### src/rtl/rx_char_pkg.sv
package rx_char_pkg;

    typedef enum logic [2:0] {
        FS_IDLE,
        FS_DATA,
        FS_PAR,
        FS_STOP1,
        FS_STOP2
    } frame_st_e;

    typedef struct packed {
        logic ovr;
        logic ferr;
        logic perr;
        logic avail;
    } stat_flags_t;

endpackage

### src/rtl/rx_frame_ctrl.sv
module rx_frame_ctrl
    import rx_char_pkg::*;
#(
    parameter int DATA_W = 8,
    parameter int LEN_W  = 2,
    parameter int CNT_W  = $clog2(DATA_W + 1)
) (
    input  logic             clk,
    input  logic             rst_n,
    input  logic             start_ok,
    input  logic             bit_stb,
    input  logic             bit_val,
    input  logic [LEN_W-1:0] cfg_len,
    input  logic             cfg_par_en,
    input  logic             cfg_par_odd,
    input  logic             cfg_two_stop,
    input  logic             par_acc,
    output logic             shift_en,
    output logic             clear_sr,
    output logic             xfer,
    output logic             xfer_perr,
    output logic             xfer_ferr,
    output logic [CNT_W-1:0] frame_len
);

    localparam int MIN_LEN = DATA_W - (1 << LEN_W) + 1;

    typedef struct packed {
        frame_st_e        st;
        logic [CNT_W-1:0] cnt;
        logic [CNT_W-1:0] len;
        logic             par_en;
        logic             par_odd;
        logic             two_stop;
        logic             perr;
        logic             ferr;
    } ctrl_t;

    ctrl_t r_d, r_q;
    logic  stop_err;

    always_comb begin
        r_d       = r_q;
        shift_en  = 1'b0;
        clear_sr  = 1'b0;
        xfer      = 1'b0;
        xfer_perr = r_q.perr;
        xfer_ferr = r_q.ferr;
        stop_err  = r_q.ferr | ~bit_val;
        unique case (r_q.st)
            FS_IDLE: begin
                if (start_ok) begin
                    r_d.st       = FS_DATA;
                    r_d.cnt      = '0;
                    r_d.len      = CNT_W'(MIN_LEN) + CNT_W'(cfg_len);
                    r_d.par_en   = cfg_par_en;
                    r_d.par_odd  = cfg_par_odd;
                    r_d.two_stop = cfg_two_stop;
                    r_d.perr     = 1'b0;
                    r_d.ferr     = 1'b0;
                    clear_sr     = 1'b1;
                end
            end
            FS_DATA: begin
                if (bit_stb) begin
                    shift_en = 1'b1;
                    r_d.cnt  = r_q.cnt + 1'b1;
                    if (r_q.cnt == r_q.len - 1'b1) begin
                        r_d.st = r_q.par_en ? FS_PAR : FS_STOP1;
                    end
                end
            end
            FS_PAR: begin
                if (bit_stb) begin
                    r_d.perr = par_acc ^ bit_val ^ r_q.par_odd;
                    r_d.st   = FS_STOP1;
                end
            end
            FS_STOP1: begin
                if (bit_stb) begin
                    if (r_q.two_stop) begin
                        r_d.ferr = stop_err;
                        r_d.st   = FS_STOP2;
                    end else begin
                        xfer      = 1'b1;
                        xfer_ferr = stop_err;
                        r_d.st    = FS_IDLE;
                    end
                end
            end
            FS_STOP2: begin
                if (bit_stb) begin
                    xfer      = 1'b1;
                    xfer_ferr = stop_err;
                    r_d.st    = FS_IDLE;
                end
            end
            default: r_d.st = FS_IDLE;
        endcase
    end

    always_ff @(posedge clk or negedge rst_n) begin
        if (!rst_n) begin
            r_q <= '{st: FS_IDLE, default: '0};
        end else begin
            r_q <= r_d;
        end
    end

    assign frame_len = r_q.len;

endmodule

### src/rtl/rx_shifter.sv
module rx_shifter #(
    parameter int DATA_W = 8,
    parameter int CNT_W  = $clog2(DATA_W + 1)
) (
    input  logic              clk,
    input  logic              rst_n,
    input  logic              clear,
    input  logic              shift_en,
    input  logic              bit_val,
    input  logic [CNT_W-1:0]  len,
    output logic              par_acc,
    output logic [DATA_W-1:0] word
);

    typedef struct packed {
        logic [DATA_W-1:0] sr;
        logic              acc;
    } shf_t;

    shf_t s_d, s_q;

    always_comb begin
        s_d = s_q;
        if (clear) begin
            s_d.sr  = '0;
            s_d.acc = 1'b0;
        end else if (shift_en) begin
            s_d.sr  = {bit_val, s_q.sr[DATA_W-1:1]};
            s_d.acc = s_q.acc ^ bit_val;
        end
    end

    always_ff @(posedge clk or negedge rst_n) begin
        if (!rst_n) begin
            s_q <= '0;
        end else begin
            s_q <= s_d;
        end
    end

    assign par_acc = s_q.acc;
    assign word    = s_q.sr >> (CNT_W'(DATA_W) - len);

endmodule

### src/rtl/rx_holding.sv
module rx_holding
    import rx_char_pkg::*;
#(
    parameter int DATA_W = 8
) (
    input  logic              clk,
    input  logic              rst_n,
    input  logic              xfer,
    input  logic [DATA_W-1:0] xfer_data,
    input  logic              xfer_perr,
    input  logic              xfer_ferr,
    input  logic              rda_clr,
    input  logic              sw_en,
    input  logic              rd_en,
    output logic [3:0]        stat_o,
    output logic [DATA_W-1:0] data_o,
    output stat_flags_t       flags_o
);

    typedef struct packed {
        logic [DATA_W-1:0] buf_data;
        stat_flags_t       fl;
    } hold_t;

    hold_t h_d, h_q;

    always_comb begin
        h_d = h_q;
        if (xfer) begin
            h_d.buf_data = xfer_data;
            h_d.fl.avail = 1'b1;
            h_d.fl.perr  = xfer_perr;
            h_d.fl.ferr  = xfer_ferr;
            h_d.fl.ovr   = h_q.fl.avail & ~rda_clr;
        end else if (rda_clr) begin
            h_d.fl = '0;
        end
    end

    always_ff @(posedge clk or negedge rst_n) begin
        if (!rst_n) begin
            h_q <= '0;
        end else begin
            h_q <= h_d;
        end
    end

    assign stat_o  = sw_en ? h_q.fl : 4'b0;
    assign data_o  = rd_en ? h_q.buf_data : '0;
    assign flags_o = h_q.fl;

endmodule

### src/rtl/rx_char_status.sv
module rx_char_status
    import rx_char_pkg::*;
#(
    parameter int DATA_W = 8,
    parameter int LEN_W  = 2
) (
    input  logic              clk,
    input  logic              rst_n,
    input  logic              start_ok_i,
    input  logic              bit_stb_i,
    input  logic              bit_val_i,
    input  logic [LEN_W-1:0]  cfg_len_i,
    input  logic              cfg_par_en_i,
    input  logic              cfg_par_odd_i,
    input  logic              cfg_two_stop_i,
    input  logic              sw_en_i,
    input  logic              rd_en_i,
    input  logic              rda_clr_i,
    output logic [3:0]        stat_o,
    output logic [DATA_W-1:0] data_o
);

    localparam int CNT_W = $clog2(DATA_W + 1);

    logic              shift_en;
    logic              clear_sr;
    logic              xfer;
    logic              xfer_perr;
    logic              xfer_ferr;
    logic              par_acc;
    logic [CNT_W-1:0]  frame_len;
    logic [DATA_W-1:0] rx_word;
    stat_flags_t       flags;

    rx_frame_ctrl #(.DATA_W(DATA_W), .LEN_W(LEN_W), .CNT_W(CNT_W)) i_ctrl (
        .clk         (clk),
        .rst_n       (rst_n),
        .start_ok    (start_ok_i),
        .bit_stb     (bit_stb_i),
        .bit_val     (bit_val_i),
        .cfg_len     (cfg_len_i),
        .cfg_par_en  (cfg_par_en_i),
        .cfg_par_odd (cfg_par_odd_i),
        .cfg_two_stop(cfg_two_stop_i),
        .par_acc     (par_acc),
        .shift_en    (shift_en),
        .clear_sr    (clear_sr),
        .xfer        (xfer),
        .xfer_perr   (xfer_perr),
        .xfer_ferr   (xfer_ferr),
        .frame_len   (frame_len)
    );

    rx_shifter #(.DATA_W(DATA_W), .CNT_W(CNT_W)) i_shf (
        .clk     (clk),
        .rst_n   (rst_n),
        .clear   (clear_sr),
        .shift_en(shift_en),
        .bit_val (bit_val_i),
        .len     (frame_len),
        .par_acc (par_acc),
        .word    (rx_word)
    );

    rx_holding #(.DATA_W(DATA_W)) i_hold (
        .clk      (clk),
        .rst_n    (rst_n),
        .xfer     (xfer),
        .xfer_data(rx_word),
        .xfer_perr(xfer_perr),
        .xfer_ferr(xfer_ferr),
        .rda_clr  (rda_clr_i),
        .sw_en    (sw_en_i),
        .rd_en    (rd_en_i),
        .stat_o   (stat_o),
        .data_o   (data_o),
        .flags_o  (flags)
    );

endmodule

### config.mk
export PLATFORM = sky130hd
export DESIGN_NAME = rx_char_status
export DESIGN_NICKNAME = d
export VERILOG_FILES = /design/src/rtl/rx_char_pkg.sv /design/src/rtl/rx_frame_ctrl.sv /design/src/rtl/rx_shifter.sv /design/src/rtl/rx_holding.sv /design/src/rtl/rx_char_status.sv
export SDC_FILE = /design/constraint.sdc
export NUM_CORES = 1
export LEC_CHECK = 0
export BUFFER_PORTS_ARGS = -buffer_cell sky130_fd_sc_hd__buf_2
export CAP_MARGIN = 0
export CORE_MARGIN = 3
export CORE_UTILIZATION = 35
export CTS_CLUSTER_DIAMETER = 120
export DETAILED_ROUTE_END_ITERATION = 10
export GPL_ROUTABILITY_DRIVEN = 0
export PLACE_DENSITY = 0.53
export SYNTH_ARGS = -nofsm -noshare
export SYNTH_HDL_FRONTEND = slang
export SYNTH_SLANG_ARGS = --single-unit
### constraint.sdc
create_clock -name clk -period 3.57 [get_ports clk]
set_input_delay 0.5355 -clock clk [delete_from_list [all_inputs] [get_ports clk]]
set_output_delay 0.5355 -clock clk [all_outputs]
set_load 0.005 [all_outputs]
# Word-level counts from Yosys, hierarchy flattened
# Index checks and enable logic that the tools add are counted.
[word_totals]
output_inout_bits = 12
in_bits = 13
reg_bits = 37
elab_cells = 81
[classes]
shift = 1
bitwise = 6
add_sub_neg = 4
reduce_logical = 11
muxes = 32
n_eq_ne = 12
[op_table]
columns = ["op", "n"]
rows = [
  ["two-way mux 9 bit", 2],
  ["two-way mux 16 bit", 1],
  ["two-way mux 3 bit", 5],
  ["one-hot mux 3 bit (5 select lines)", 1],
  ["two-way mux 1 bit", 13],
  ["two-way mux 4 bit", 3],
  ["!= test 2 bit (second input constant)", 5],
  ["nonzero test 2 bit", 5],
  ["two-way mux 8 bit", 1],
  ["one-hot mux 1 bit (2 select lines)", 4],
  ["one-hot mux 4 bit (2 select lines)", 1],
  ["right shift 8 x 4 -> 8 bit", 1],
  ["two-way mux 7 bit", 1],
  ["== test 3 x 2 -> 1 bit (second input constant)", 2],
  ["AND reduction 3 bit", 2],
  ["AND reduction 6 bit", 1],
  ["adder 3 x 2 -> 4 bit (first input constant)", 1],
  ["adder 4 x 1 -> 4 bit (second input constant)", 1],
  ["== test 4 bit", 1],
  ["!= test 2 x 1 -> 1 bit (second input constant)", 2],
  ["AND reduction 4 bit", 1],
  ["subtractor 4 x 1 -> 4 bit (second input constant)", 1],
  ["subtractor 4 bit (first input constant)", 1],
  ["== test 3 x 1 -> 1 bit (second input constant)", 1],
  ["other kinds (7)", 9],
]

# Depth between registers and ports, before layout
# Gate-level depths: netlist of run 1.
[logic_depth]
word_depth = 6
depth_mapped = 7
depth_no_buf = 6

# By module
# A second synthesis of run 1 with hierarchy kept.
[hier_totals]
cells_unflattened = 206
area_unflattened_um2 = 2160.8
[modules_own_cells]
columns = ["module", "seq_area_each_um2", "area_each_um2", "cells_each", "n_inst"]
rows = [
  ["rx_frame_ctrl", 400.4, 874.6, 89, 1],
  ["rx_shifter", 225.2, 724.4, 70, 1],
  ["rx_holding", 300.3, 561.8, 47, 1],
]

# Worst setup path before layout of run 1
# No wires, ideal clock.
[synth_path]
path_type = "register to register"
startpoint = "register i_ctrl.r_q (netlist bit i_ctrl.frame_len[0])"
endpoint = "register i_hold.h_q[5] in the netlist's numbering"
n_path_buf = 1
required_time_ns = 3.494
t_arrival_ns = 1.666
slack_ns = 1.828
setup_ns = 0.076
synth_period_minus_slack_ns = 1.742
path_stages_with_launch = 7
path_cell_list = "dfrtp_1 -> inv_1 -> ha_1 -> buf_6 -> mux2i_1 -> mux4_2 -> o21ai_1"
[synth_via]
elab_chain_len = 2
[synth_lines]
columns = ["item", "line_no", "text"]
rows = [
  ["start: declaration", "rx_frame_ctrl.sv:39", "ctrl_t r_d, r_q;"],
  ["start signal: assignment", "rx_frame_ctrl.sv:106", "r_q <= r_d;"],
  ["subtractor 4 bit", "rx_shifter.sv:42", "assign word = s_q.sr >> (CNT_W'(DATA_W) - len);"],
  ["right shift 8 x 4 -> 8 bit", "rx_shifter.sv:42", ""],
  ["end signal: assignment", "rx_holding.sv:42", "h_q <= '0;"],
  ["end signal: assignment", "rx_holding.sv:44", "h_q <= h_d;"],
  ["end: declaration", "rx_holding.sv:25", "hold_t h_d, h_q;"],
]
# Every way passes these cells.
# A chain may end at the register's enable or synchronous reset.

# Worst setup path after layout of run 1
[layout_path]
startpoint = "register i_ctrl.r_q (netlist bit i_ctrl.frame_len[0])"
endpoint = "register i_hold.h_q[4] in the netlist's numbering"
# The elaborated chain is that of the path after synthesis.

==> impl_metrics.ini, run 1 <==
[power]
share_comb_of_total_power_pct = 45.2
power.density_nw_per_um2 = 855
clkPwrFrac_pct = 15.2
power_frac_seq_pct = 39.6
ir_worst_vdd_mv = 0.274
power_switching_share_pct = 40.3
power_switching_uw = 784
power.static_leakage_nw = 1.08
internal_power_mw = 1.16

[drt]
first_iter_violations = 79
maxUsedRoutingLayer = met4
wl_met2_um = 1730
finalWirelength_um = 3900
wl_per_cell_um = 13.4
detailroute.wirelength.met3_um = 120
route.detailed.vias_per_inst = 4.99
antenna_left = 0
detail_route.first_pass.iterations = 4
vias = 1453
routed_length_on_met1_um = 1990
remaining_drc_errors = 0

[timing]
worstMarginPinSlew_ns = 0.839
clock.fmax_ghz = 0.416
unrepaired_setup_endpoints_after_global_routing = false
finalCritPeriodShare_pct = 67.3
max_transition_margin_pct = 43.9
drv_slew = 0
timing.clock.skew_ns = 0.00695
period_minus_ws_final_ns = 2.40
setup_violations = 0
aggregate_negative_setup_slack_ns = 0
finalHoldViolCount = 0

[place]
io_buffer_count = 24
detailed_place_hpwl_um = 2740
post-place-cells = 284

[clock_tree]
cts_setup_buffers = 0
cts.repair.resized = 0
root_buffer = sky130_fd_sc_hd__clkbuf_8
postCtsHoldBufs = 0
tritoncts = yes
cts.reportedPaths.clkPinSlew_ns = 0.07
cts.sinks = 37
clock_path_buffers = 2
clock_insertion_delay_worst_skew_ns = 0.29
total_clock_buffers_created_by_cts = 5
htreeDepth = 2

[synthesis]
post_synth.cell_area_avg_um2 = 10.4
netlist-cell-type-count = 45
synth-edff-count = 0
async_flop_share_pct = 100
synthFlopType = sky130_fd_sc_hd__dfrtp_1
flops_latches_synth = 37
ys_warnings = 0
synth.net_count = 214
synth_area_um2 = 2050
synth_sequential_area_ratio_pct = 45.2
syn_inst = 197

[global_routing]
grt_overflow = 0
track_usage_pct = 12.8
grt_start_max_net_pins = 38
grt_first_pass_wirelength_um = 6540
via_count_of_the_first_global_routing_pass = 1346
antenna_found_initial = 0

[run]
max-cap-violations = 0

[setup_path]
worstSetupStartpointType = flop
r2r-end = i_hold.h_q[4]
path_class = flop to flop
cp_data_arrival_time_ns = 2.62
worstReg2RegStart = i_ctrl.frame_len[0]
critPathRequiredTime_ns = 3.79
r2r_setup_slack_ns = 1.17
ff_to_ff_path_depth = 5
critical_path.max_fanout = 12
critical_path_sink_type = flop

[floorplan]
chipWidth_um = 82.5
dieArea_um2 = 6810
num_rows = 27
design.core.area_um2 = 5570
initial_utilization_pct = 36.8
io-pin-count = 25
die_height_um = 82.5

[cells_and_area]
area.growth.synth_to_final_pct = 10.8
commonest_non_fill_non_tap_cell_in_the_layout = sky130_fd_sc_hd__dfrtp_1
most-common-layout-cells = sky130_fd_sc_hd__dfrtp_1, sky130_fd_sc_hd__nand2_1, sky130_fd_sc_hd__buf_2
drive_above_1_share_pct = 20.5
nNetsFinal = 236
final_cells = 291
antenna_cells_inserted = 0

[hold_path]
timing.hold.worst.class = input pin to asynchronous set/reset pin

[run_status]
run_status = complete, no violations
==> cell families after synthesis <==
family	synth area share [%]
compound gates	13.2
xor+xnor	4.27
fa+ha+maj	2.44
buf+inv	4.76
flops	45.2
mux	8.79
simple gates	21.4
==> stage by stage <==
step	power [mW]	hold WS, ns	setup WS [ns]	area, µm²	util, %
after floorplan	1.51	0.240	1.83	2050	-
after global placement	1.65	0.455	1.24	2180	39.2
after detailed placement	1.66	0.460	1.19	2180	39.2
after CTS	1.96	0.374	1.17	2270	40.7
final	1.94	0.338	1.17	2270	40.7
after global routing	2.11	0.406	0.997	2270	40.7
==> registers in the layout (all words and copies together), names as in the netlist <==
name	cells
i_ctrl.xfer_perr	1
i_ctrl.frame_len	4
i_shf.s_q	8
i_ctrl.r_q	11
i_hold.flags_o	4
i_hold.h_q	8
i_shf.par_acc	1
==> cell usage after synthesis (all sizes together) (3+ instances only) <==
cell type	n	area [µm²]
o31ai	3	22.5
a22o	8	70.1
o21ai	12	63.8
mux2	4	45.0
nor3	5	30.0
nand2b	6	45.0
xor2	6	52.6
and2	12	75.1
inv	6	22.5
a21oi	4	20.0
xnor2	4	35.0
nor3b	3	22.5
buf	9	75.1
mux2i	9	90.1
a31oi	3	18.8
nand2	29	109
nor2	11	43.8
dfrtp	37	926
ha	4	50.1
==> power groups by stage <==
stage | Sequential (mW) | Clock (mW) | Combinational [mW]
4_1_cts | 0.769 | 0.307 | 0.886
2_1_floorplan | 0.694 | 0 | 0.814
3_5_place_dp | 0.776 | 0 | 0.881
3_3_place_gp | 0.777 | 0 | 0.877
6_report | 0.770 | 0.295 | 0.878
5_1_grt | 0.799 | 0.329 | 0.985
==> worst max-delay path by stage <==
stage | startpoint | end | slack (ns)
after floorplan | i_ctrl.frame_len[0] | i_hold.h_q[5] | 1.83
after global placement | i_ctrl.frame_len[0] | i_hold.h_q[4] | 1.24
after detailed placement | i_ctrl.frame_len[0] | i_hold.h_q[5] | 1.19
after CTS | i_ctrl.frame_len[0] | i_hold.h_q[5] | 1.17
after global routing | i_ctrl.frame_len[0] | i_hold.h_q[4] | 1.0
final | i_ctrl.frame_len[0] | i_hold.h_q[4] | 1.17
==> routing by layer <==
layer / vias to the layer above / global-route usage (%)
met5: - / 0
met4: 0 / 3.92
met3: 5 / 3.90
met2: 19 / 19.7
met1: 694 / 17.3
li1: 735 / -
==> worst max-delay path: stages (launching register included) <==
cell                      delay [ns]
sky130_fd_sc_hd__dfrtp_1        0.61
sky130_fd_sc_hd__inv_1          0.24
sky130_fd_sc_hd__ha_1           0.65
sky130_fd_sc_hd__mux2i_1        0.23
sky130_fd_sc_hd__mux4_2         0.49
sky130_fd_sc_hd__o21ai_1        0.12
==> area by class of cell <==
class,count,area [µm²]
Timing Repair Buffer,24,120
Inverter,6,22.5
Tap cell,72,90.1
Multi-Input combinational cell,145,1030
Fill cell,576,3300
Clock buffer,7,86.3
Sequential cell,37,926
Power figures use the tool's default switching activity.
==> run 2: changes to the inputs <==
PLACE_DENSITY = 0.55   (was 0.53)
clock period = 1.99 ns   (was 3.57 ns; I/O delays follow)
==> impl_metrics.ini, run 2 (same netlist as run 1, synthesis figures left out) <==
[run_status]
run_status = complete, no violations

[floorplan]
design.core.area_um2 = 5570
dieArea_um2 = 6810
initial_utilization_pct = 36.8
chipWidth_um = 82.5
io-pin-count = 25
num_rows = 27
die_height_um = 82.5

[setup_path]
path_class = flop to flop
critical_path_sink_type = flop
critical_path.max_fanout = 10
critical-path-slowest-cell = sky130_fd_sc_hd__ha_2
critical_path_buf_inv_count = 1
path_delay_family = multiplexers
crit_cells = 5
critPathCapture = i_hold.h_q[4]
r2r-end = i_hold.h_q[4]
timing.critical_path.cells = inv_1, ha_2, mux2i_1, mux4_2, o21ai_1
ff_to_ff_path_depth = 5
worstSetupStartpointType = flop
worstReg2RegStart = i_ctrl.frame_len[1]
critPathRequiredTime_ns = 2.20
cp_data_arrival_time_ns = 2.01
critPathMaxStageDelay_ns = 0.48
timing.critical_path.from = i_ctrl.frame_len[1]
r2r_setup_slack_ns = 0.19

[timing]
setup_violations = 0
drv_slew = 0
timing.clock.skew_ns = 0.00376
finalHoldViolCount = 0
aggregate_negative_setup_slack_ns = 0
clock.fmax_ghz = 0.555
max_transition_margin_pct = 70.2
worstMarginPinSlew_ns = 0.445
finalCritPeriodShare_pct = 90.5
unrepaired_setup_endpoints_after_global_routing = false
period_minus_ws_final_ns = 1.80

[power]
total_chip_power_mw = 3.50
share_comb_of_total_power_pct = 48.3
power.density_nw_per_um2 = 1500
ir_worst_vdd_mv = 0.481
internal_power_mw = 2.11
power.static_leakage_nw = 1.12
power_switching_mw = 1.39
power_frac_seq_pct = 38.4
clkPwrFrac_pct = 13.4
power_switching_share_pct = 39.8

[global_routing]
track_usage_pct = 13.1
antenna_found_initial = 0
grt_overflow = 0
grt_first_pass_wirelength_um = 6870
grt_start_max_net_pins = 17
via_count_of_the_first_global_routing_pass = 1420

[clock_tree]
htreeDepth = 2
clock_path_buffers = 2
tritoncts = yes
total_clock_buffers_created_by_cts = 5
cts_setup_buffers = 0
clock_insertion_delay_worst_skew_ns = 0.28
root_buffer = sky130_fd_sc_hd__clkbuf_8
cts.reportedPaths.clkPinSlew_ns = 0.07
cts.sinks = 37

[drt]
remaining_drc_errors = 0
finalWirelength_um = 3910
wl_per_cell_um = 13.0
vias = 1499
detail_route.first_pass.iterations = 4
route.detailed.vias_per_inst = 5.00
antenna_left = 0
first_iter_violations = 85

[cells_and_area]
multiInputGateArea_um2 = 1030
largest_register = i_ctrl.r_q
area.growth.synth_to_final_pct = 14.1
most-common-layout-cells = sky130_fd_sc_hd__dfrtp_1, sky130_fd_sc_hd__nand2_1, sky130_fd_sc_hd__buf_2
area.sequential_um2 = 926
reg.largest.list = i_ctrl.r_q x11, i_hold.h_q x8, i_shf.s_q x8
fillers = 578
nNetsFinal = 246
antenna_cells_inserted = 0
commonest_non_fill_non_tap_cell_in_the_layout = sky130_fd_sc_hd__dfrtp_1
drive_above_1_share_pct = 24.1
largest_register_ffs = 11

[place]
detailed_place_hpwl_um = 2980
io_buffer_count = 24

[hold_path]
timing.hold.worst.class = input pin to flop
worstHoldStart = rda_clr_i

[run]
max-cap-violations = 0
run 2: through the flow:
stage               util [%]  cells  setup slack, ns  area, µm²  hold WS (ns)
global route            42.0    300           0.0538       2340         0.221
finish                  42.0    300            0.189       2340         0.214
global placement        40.4    293            0.153       2250         0.237
detailed placement      40.4    293           0.0996       2250         0.242
CTS                     41.9    300           0.0723       2340         0.209
floorplan                  -    197            0.248       2050       0.00291
run 2: area by class of cell:
| class | count | share of cell area, % |
|---|---|---|
| repair buffers | 34 | 8.45 |
| clock inverters | 1 | 0.214 |
| flip-flops and latches | 37 | 39.6 |
| clock buffers | 5 | 2.94 |
| well taps | 72 | 3.85 |
| multi-input cells | 145 | 44.0 |
| inverters | 6 | 0.963 |
run 2: metal layers:
layer	vias up	share of wire, %	track usage (%)
li1	755	-	-
met1	715	50	18.4
met2	25	46	20.3
met3	4	2.9	3.25
met4	0	1.0	3.43
met5	-	0	0
run 2: worst reg2reg max path, delay by kind of cell (launching register included):
family,cells,cell delay [ns]
DFF,1,0.38
muxes,2,0.66
AOI/OAI and AO/OA,1,0.12
adders and majority gates,1,0.48
buffers and inverters,1,0.09
run 2: worst min-delay path by stage:
stage	to	slack [ns]	cells past startpoint
5_1_grt	i_ctrl.frame_len[0]	0.22	2
6_report	i_hold.flags_o[3]	0.21	2
3_3_place_gp	i_hold.h_q[6]	0.24	1
4_1_cts	i_hold.flags_o[3]	0.21	2
2_1_floorplan	i_ctrl.frame_len[0]	0.003	0
3_5_place_dp	i_hold.h_q[7]	0.24	1
run 2: power groups by stage:
stage                     combinational, mW  clock, mW  sequential, mW
after floorplan                        1.46          0            1.24
after global routing                   1.93      0.518            1.40
after global placement                 1.69          0            1.36
final                                  1.69      0.468            1.34
after detailed placement               1.70          0            1.36
after CTS                              1.71      0.487            1.34
run 2: repair_timing:
| item | CTS | global route |
|---|---|---|
| hold buffers | 1 | 0 |
| resized for setup | 0 | 1 |
| setup endpoints to repair | 0 | 3 |
| hold endpoints to repair | 14 | 0 |
==> run 3: changes to the inputs <==
BUFFER_PORTS_ARGS = not set   (was -buffer_cell sky130_fd_sc_hd__buf_2)
DONT_BUFFER_PORTS = 1   (was not set)
PLACE_DENSITY = 0.51   (was 0.55)
==> impl_metrics.ini, run 3 (same netlist as run 1, synthesis figures left out) <==
[global_routing]
grt_overflow = 0
via_count_of_the_first_global_routing_pass = 1450
antenna_found_initial = 0
grt_start_max_net_pins = 38
grt_first_pass_wirelength_um = 6900
track_usage_pct = 13.5

[run_status]
run_status = complete, no violations

[setup_path]
cp_data_arrival_time_ns = 2.02
r2r_setup_slack_ns = 0.19
path_class = flop to flop
critical_path_sink_type = flop
critPathRequiredTime_ns = 2.21
worstSetupStartpointType = flop
critical_path.max_fanout = 9

[power]
power.density_nw_per_um2 = 1600
power.static_leakage_nw = 1.02
power_switching_share_pct = 40.4
clkPwrFrac_pct = 13.8
ir_worst_vdd_mv = 0.849
share_comb_of_total_power_pct = 49.0
power_switching_mw = 1.45
internal_power_mw = 2.14
power_frac_seq_pct = 37.2

[drt]
first_iter_violations = 106
vias = 1418
wl_per_cell_um = 14.5
route.detailed.vias_per_inst = 5.08
finalWirelength_um = 4040
antenna_left = 0
remaining_drc_errors = 0
detail_route.first_pass.iterations = 4

[cells_and_area]
nNetsFinal = 223
fillers = 571
drive_above_1_share_pct = 15.9
largest_register_ffs = 11
reg.largest.list = i_ctrl.r_q x11, i_hold.h_q x8, i_shf.s_q x8
antenna_cells_inserted = 0
largest_register = i_ctrl.r_q
most-common-layout-cells = sky130_fd_sc_hd__dfrtp_1, sky130_fd_sc_hd__nand2_1, sky130_fd_sc_hd__and2_1
commonest_non_fill_non_tap_cell_in_the_layout = sky130_fd_sc_hd__dfrtp_1
area.growth.synth_to_final_pct = 9.65

[floorplan]
num_rows = 27
io-pin-count = 25
design.core.area_um2 = 5570
chipWidth_um = 82.5
initial_utilization_pct = 36.8
die_height_um = 82.5
dieArea_um2 = 6810

[place]
io_buffer_count = 0
dpl_worst_slack_ns = 0.0967
detailed_place_hpwl_um = 2930

[clock_tree]
tritoncts = yes
cts.reportedPaths.clkPinSlew_ns = 0.07
clock_insertion_delay_worst_skew_ns = 0.28
cts.sinks = 37
root_buffer = sky130_fd_sc_hd__clkbuf_8
clock_path_buffers = 2
total_clock_buffers_created_by_cts = 5
cts_setup_buffers = 0
htreeDepth = 2

[timing]
worstMarginPinSlew_ns = 0.717
aggregate_negative_setup_slack_ns = 0
setup_ws_ns = 0.188
setup_violations = 0
finalHoldViolCount = 0
drv_slew = 0
period_minus_ws_final_ns = 1.80
finalCritPeriodShare_pct = 90.6
unrepaired_setup_endpoints_after_global_routing = false
clock.fmax_ghz = 0.555
timing.clock.skew_ns = 0.00475
max_transition_margin_pct = 52.2

[hold_path]
timing.hold.worst.class = input pin to flop

[run]
max-cap-violations = 0
run 3: metal layers:
| layer | routed length, µm | part of all wire [%] | GRT usage [%] |
|---|---|---|---|
| met5 | 0 | 0 | 0 |
| met4 | 49 | 1.2 | 4.41 |
| met3 | 202 | 5.0 | 3.47 |
| met2 | 1870 | 46 | 22.1 |
| met1 | 1920 | 47 | 17.2 |
run 3: worst paths after layout:
kind                       cells past startpoint                 to           startpoint
setup / recovery                               5      i_hold.h_q[5]  i_ctrl.frame_len[1]
min in group asynchronous                      2  i_hold.flags_o[2]                rst_n
hold / removal                                 1  i_hold.flags_o[3]            rda_clr_i
setup reg to reg                               5      i_hold.h_q[5]  i_ctrl.frame_len[1]
max in group asynchronous                      2     i_ctrl.r_q[10]                rst_n
hold reg to reg                                2      i_hold.h_q[9]        i_hold.h_q[9]
run 3: area by class of cell:
type	instances	area, µm²	area share, %
multi-input cells	145	1030	45.8
flip-flops and latches	37	926	41.2
repair buffers	11	97.6	4.34
well taps	72	90.1	4.01
clock buffers	6	72.6	3.23
inverters	6	22.5	1.00
clock inverters	2	10.0	0.445
run 3: worst max-delay path, stage by stage (launching register included):
cell	delay, ns
sky130_fd_sc_hd__dfrtp_1	0.39
sky130_fd_sc_hd__inv_1	0.09
sky130_fd_sc_hd__ha_2	0.48
sky130_fd_sc_hd__mux2i_1	0.17
sky130_fd_sc_hd__mux4_2	0.48
sky130_fd_sc_hd__o21ai_1	0.12
run 3: timing repair:
action,in CTS,in global routing
hold endpoints to repair,37,0
gates resized for setup,0,1
endpoints found under the setup margin,0,3
hold buffers,2,0
run 3: through the flow:
stage                     utilization [%]  total power, mW  cell area (µm²)  hold slack (ns)  std cells
after floorplan                         -             2.70             2050          0.00291        197
after global placement               38.2             3.01             2130          0.00399        269
after detailed placement             38.2             3.07             2130          0.00414        269
after CTS                            40.3             3.62             2240           0.0549        279
after global routing                 40.3             3.92             2250           0.0529        279
final                                40.3             3.59             2250           0.0702        279
run 3: power by group through the flow:
stage / sequential [mW] / clock [mW] / combinational (mW)
6_report: 1.33 / 0.497 / 1.76
5_1_grt: 1.37 / 0.551 / 2.00
4_1_cts: 1.33 / 0.520 / 1.77
3_5_place_dp: 1.35 / 0 / 1.73
3_3_place_gp: 1.33 / 0 / 1.68
2_1_floorplan: 1.24 / 0 / 1.46
